### src/rtl/gpio_data_pkg.sv
package gpio_data_pkg;
   // Decoded bus access for one cycle
   typedef struct packed {
      logic rd;
      logic wr;
   } bus_sel_t;

   // What the latch does on the coming edge
   typedef enum logic [1:0] {
      LATCH_KEEP  = 2'd0,
      LATCH_LOAD  = 2'd1,
      LATCH_CLEAR = 2'd2
   } latch_op_e;
endpackage

### src/rtl/gpio_pin_sync.sv
module gpio_pin_sync #(
   parameter int W      = 12,
   parameter int STAGES = 2
) (
   input  logic         clk,
   input  logic         rst_n,
   input  logic [W-1:0] d,
   output logic [W-1:0] q
);
   if (STAGES < 2) begin : g_bad_stages
      $error("gpio_pin_sync: STAGES must be at least 2");
   end

   logic [W-1:0] chain [STAGES];

   for (genvar s = 0; s < STAGES; s++) begin : g_stage
      if (s == 0) begin : g_first
         always_ff @(posedge clk or negedge rst_n) begin
            if (!rst_n) chain[0] <= '0;
            else        chain[0] <= d;
         end
      end else begin : g_next
         always_ff @(posedge clk or negedge rst_n) begin
            if (!rst_n) chain[s] <= '0;
            else        chain[s] <= chain[s-1];
         end
      end
   end

   assign q = chain[STAGES-1];
endmodule

### src/rtl/gpio_data_store.sv
module gpio_data_store
   import gpio_data_pkg::*;
#(
   parameter int W = 12
) (
   input  logic         clk,
   input  logic         rst_n,
   input  latch_op_e    op,
   input  logic [W-1:0] wd,
   output logic [W-1:0] q
);
   always_ff @(posedge clk or negedge rst_n) begin
      if (!rst_n) begin
         q <= '0;
      end else begin
         unique case (op)
            LATCH_CLEAR: q <= '0;
            LATCH_LOAD:  q <= wd;
            default:     q <= q;
         endcase
      end
   end
endmodule

### src/rtl/gpio_read_mux.sv
module gpio_read_mux #(
   parameter int NPINS = 12,
   parameter int REG_W = 16
) (
   input  logic             sel_rd,
   input  logic [NPINS-1:0] dir,
   input  logic [NPINS-1:0] stored,
   input  logic [NPINS-1:0] synced,
   output logic [REG_W-1:0] rdata
);
   logic [REG_W-1:0] word;

   for (genvar n = 0; n < NPINS; n++) begin : g_pin
      assign word[n] = dir[n] ? stored[n] : synced[n];
   end

   if (REG_W > NPINS) begin : g_resv
      assign word[REG_W-1:NPINS] = '1;
   end

   assign rdata = sel_rd ? word : '0;
endmodule

### src/rtl/gpio_data_port.sv
module gpio_data_port
   import gpio_data_pkg::*;
#(
   parameter int          NPINS        = 12,
   parameter int          REG_W        = 16,
   parameter int          ADDR_W       = 4,
   parameter int          REG_ADDR     = 0,
   parameter int          SYNC_STAGES  = 2,
   parameter bit          GATE_PIN_OUT = 1'b1
) (
   input  logic              clk,
   input  logic              por_n,
   input  logic              wdt_por,
   input  logic              hw_stby,
   input  logic              sw_stby,
   input  logic              sleep,
   input  logic [ADDR_W-1:0] addr,
   input  logic              wr_en,
   input  logic              rd_en,
   input  logic [REG_W-1:0]  wdata,
   output logic [REG_W-1:0]  rdata,
   input  logic [NPINS-1:0]  dir,
   input  logic [NPINS-1:0]  func_gpio,
   input  logic [NPINS-1:0]  pin_in,
   output logic [NPINS-1:0]  pin_out,
   output logic [NPINS-1:0]  pin_oe
);
   localparam logic [ADDR_W-1:0] SEL_ADDR = ADDR_W'(REG_ADDR);

   if (NPINS < 1 || NPINS > REG_W) begin : g_bad_npins
      $error("gpio_data_port: NPINS must be in 1..REG_W");
   end
   if (REG_ADDR < 0 || REG_ADDR >= (1 << ADDR_W)) begin : g_bad_addr
      $error("gpio_data_port: REG_ADDR does not fit ADDR_W");
   end

   // Bus decode
   bus_sel_t  acc;
   latch_op_e op;
   logic      retain;

   assign acc.rd = rd_en && (addr == SEL_ADDR);
   assign acc.wr = wr_en && (addr == SEL_ADDR);
   assign retain = wdt_por | sw_stby | sleep;

   always_comb begin
      if (hw_stby)                op = LATCH_CLEAR;
      else if (acc.wr && !retain) op = LATCH_LOAD;
      else                        op = LATCH_KEEP;
   end

   if (REG_W > NPINS) begin : g_unused_hi
      logic unused_resv_bits;
      assign unused_resv_bits = ^wdata[REG_W-1:NPINS];
   end

   // Storage, synchronizer, readback
   logic [NPINS-1:0] stored;
   logic [NPINS-1:0] synced;

   gpio_data_store #(.W(NPINS)) u_store (
      .clk   (clk),
      .rst_n (por_n),
      .op    (op),
      .wd    (wdata[NPINS-1:0]),
      .q     (stored)
   );

   gpio_pin_sync #(.W(NPINS), .STAGES(SYNC_STAGES)) u_sync (
      .clk   (clk),
      .rst_n (por_n),
      .d     (pin_in),
      .q     (synced)
   );

   gpio_read_mux #(.NPINS(NPINS), .REG_W(REG_W)) u_rmux (
      .sel_rd (acc.rd),
      .dir    (dir),
      .stored (stored),
      .synced (synced),
      .rdata  (rdata)
   );

   // Pad drive
   for (genvar n = 0; n < NPINS; n++) begin : g_pad
      assign pin_oe[n] = dir[n] & func_gpio[n];
      if (GATE_PIN_OUT) begin : g_gated
         assign pin_out[n] = pin_oe[n] & stored[n];
      end else begin : g_raw
         assign pin_out[n] = stored[n];
      end
   end
endmodule

### config.mk
export PLATFORM = sky130hd
export DESIGN_NAME = gpio_data_port
export DESIGN_NICKNAME = d
export VERILOG_FILES = /design/src/rtl/gpio_data_pkg.sv /design/src/rtl/gpio_pin_sync.sv /design/src/rtl/gpio_data_store.sv /design/src/rtl/gpio_read_mux.sv /design/src/rtl/gpio_data_port.sv
export SDC_FILE = /design/constraint.sdc
export NUM_CORES = 1
export LEC_CHECK = 0
export BUFFER_PORTS_ARGS = -buffer_cell sky130_fd_sc_hd__buf_2
export CAP_MARGIN = 20
export CORE_ASPECT_RATIO = 0.8
export CORE_MARGIN = 8
export CORE_UTILIZATION = 37
export CTS_CLUSTER_DIAMETER = 80
export DETAILED_ROUTE_END_ITERATION = 7
export GPL_ROUTABILITY_DRIVEN = 0
export GPL_TIMING_DRIVEN = 0
export PLACE_DENSITY = 0.86
export SLEW_MARGIN = 20
export SYNTH_ARGS = -nofsm -noshare
export SYNTH_HDL_FRONTEND = slang
export SYNTH_SLANG_ARGS = --single-unit
export TNS_END_PERCENT = 30
### constraint.sdc
create_clock -name clk -period 1.3 [get_ports clk]
set_input_delay 0.26 -clock clk [delete_from_list [all_inputs] [get_ports clk]]
set_output_delay 0.26 -clock clk [all_outputs]
set_load 0.05 [all_outputs]
==> results.ini <==
[final_layout]
stdcell_area_um2 = 2700
fin_nets = 308
num-fill-cells = 344
finalNonFillerCells = 301
n_antenna_cell = 0
drive_gt1_share_pct = 56.6
area_growth_pct = 69.8

[placed_design]
dp.cells = 290
dp_slack_ps = -582
dpl.hpwl_um = 3430
numPortBuffers = 99
dpl-instance-area_um2 = 2300

[run_status]
violations = setup timing
status = finished with violations

[floorplanning]
ios = 104
start_util_pct = 38.4
core_um2 = 4150
rows = 21
fp.dieW_um = 89.4
die-area_um2 = 6670
die_h_um = 74.7

[timing]
worst_slack_ps = -366
fin_worst_skew_ps = 0.418
setup_viol = 16
slew_headroom_pct = 48.3
fmax_ghz = 0.600
finalHoldViolCount = 0
min_period_ps = 1670
drv_slew = 0
rsz0062_at_grt = true
worst_pin_slew_ps = 776
post-route-period-util_pct = 128

[logic_synthesis]
syn_area_um2 = 1590
synthSimpleGateAreaFrac_pct = 23.6
synth_top_cell_area_share_pct = 56.6
async_flop_share_pct = 100
synthCells = 134
synth_compound_area_share_pct = 0
synth_fp_nets = 198
synth_top_family_by_area = simple AND/OR/NAND/NOR gates
netlist_top_cells_count = dfrtp_1 (36), mux2i_1 (24), nand2b_1 (24)
syn_avg_cell_area_um2 = 11.9
synthMuxAreaShare_pct = 15.1
synthTopCellsByArea = dfrtp_1 (57%), mux2i_1 (15%), nand2b_1 (9.4%)
yosysTopAreaCell = dfrtp_1
synth-seq-area-share_pct = 56.6
synth_edf_count = 0
synth_xor_area_share_pct = 0
synth_cell_types = 14
synthFlopType = dfrtp_1
synth.most_common_cell = dfrtp_1
synth_seq_cells = 36
ys_warn_count = 0
synth-adder-area-share_pct = 0

[clock_network]
cts.sinks = 36
cts_root_buf = clkbuf_8
cts_tree = built
numCtsBuffers = 5
htree_levels = 2
clockBufferDepth = 2
cts_hold_buf = 0
clk_pin_slew_worst_paths_ps = 70
clk_latency_ps = 280

[power]
total_power_mw = 2.27
p_leak_nw = 1.31
vdd_drop_max_uv = 680
power_density_nw_per_um2 = 838

[critical_path]
cp-end-kind = primary output
cpMostUsedCell = buf_8
critPathTopFamily = buffers and inverters
worst_ep_arrival_time_ps = 1410
worst-path-buf-inv = 5
startpoint_type = primary input
path_class = in2out
cp_cell_sequence = buf_8 > nor4_4 > nand2_2 > clkbuf_16 > clkinvlp_4 > buf_8 > buf_8
slowest_stage = nor4_4
critical_path.max_stage_delay_ps = 310
cp_max_fo = 4
required_ps = 1040

[route]
drtIter0Drc = 24
routed_wl_um = 4830
wire_per_inst_um = 16.1
post-route-drc-count = 0
ant_nets = 0
via_per_inst = 4.55
dr.pass1.iters = 4
via_count = 1369

[hold_path]
holdCritPathClass = in2async

[grt]
track_usage_pct = 14.6
grt_pass1_wl_um = 7270
grt_max_degree = 37
grt-ovfl-total = 0
antenna_found_initial = 0
grt_pass1_vias = 1551

[run]
cap_violations = 0

-- flip-flops by register name, summed over array words and instances, names as in the netlist --
signal,cells
u_sync.q,12
u_sync.chain,12
u_store.q,12
-- what timing repair did --
| action | CTS | global route |
|---|---|---|
| pin swaps | 2 | 0 |
| endpoints found under the setup margin | 28 | 28 |
| gates resized for setup | 57 | 20 |
| gates cloned | 1 | 0 |
| buffers inserted | 3 | 0 |
-- cell usage in the layout, fill, tap and decap left out, types with 5 or more instances in the layout --
| cell | n |
|---|---|
| buf_8 | 15 |
| buf_2 | 69 |
| nor2_4 | 9 |
| mux2i_1 | 24 |
| buf_6 | 20 |
| and3_4 | 7 |
| nand2b_1 | 24 |
| dfrtp_1 | 36 |
| clkbuf_8 | 6 |
| and3_1 | 5 |
| and2_1 | 12 |
-- report_power, final --
part / internal (mW) / switching [mW] / total, mW
registers: 1.16 / 0.0110 / 1.17
clock network: 0.364 / 0.377 / 0.741
logic: 0.149 / 0.207 / 0.356
total: 1.67 / 0.595 / 2.27
-- layer usage --
layer	vias up	GRT usage, %	wire [µm]
li1	655	-	-
met5	-	0	0
met3	6	6.87	568
met4	0	4.41	55
met1	637	15.8	1880
met2	71	24.9	2330
-- per-stage QoR --
stage	setup TNS, ps	hold WS [ps]	util [%]
CTS	-4940	64.9	63.1
finish	-4800	44.8	65.1
global placement	-7280	331	55.4
global route	-5810	59.3	65.1
floorplan	-1720	-35.6	-
detailed placement	-8650	335	55.4
-- final cells by class --
type,count,area [µm²],area share (%)
Buffer,9,124,4.58
Tap cell,57,71.3,2.64
Clock inverter,1,5.00,0.185
Timing Repair Buffer,103,786,29.1
Sequential cell,36,901,33.3
Multi-Input combinational cell,88,737,27.3
Inverter,1,7.51,0.278
Clock buffer,6,72.6,2.68
-- final timing paths --
path	startpoint	endpoint	slack, ps	depth (start not counted)
min	por_n	u_store.q[9]	40	1
max	addr[0]	rdata[12]	-370	7
max reg2reg	u_store.q[8]	u_store.q[8]	630	2
min reg2reg	u_sync.chain[16]	u_sync.q[4]	350	0
max in group asynchronous	por_n	u_store.q[3]	760	1
min in group clk	pin_in[7]	u_sync.chain[19]	80	1
-- cell families after synthesis --
logic type / count (synthesis)
AND/OR/NAND/NOR: 64
flip-flops: 36
buffers and inverters: 10
multiplexers: 24
Power figures use the tool's default switching activity.
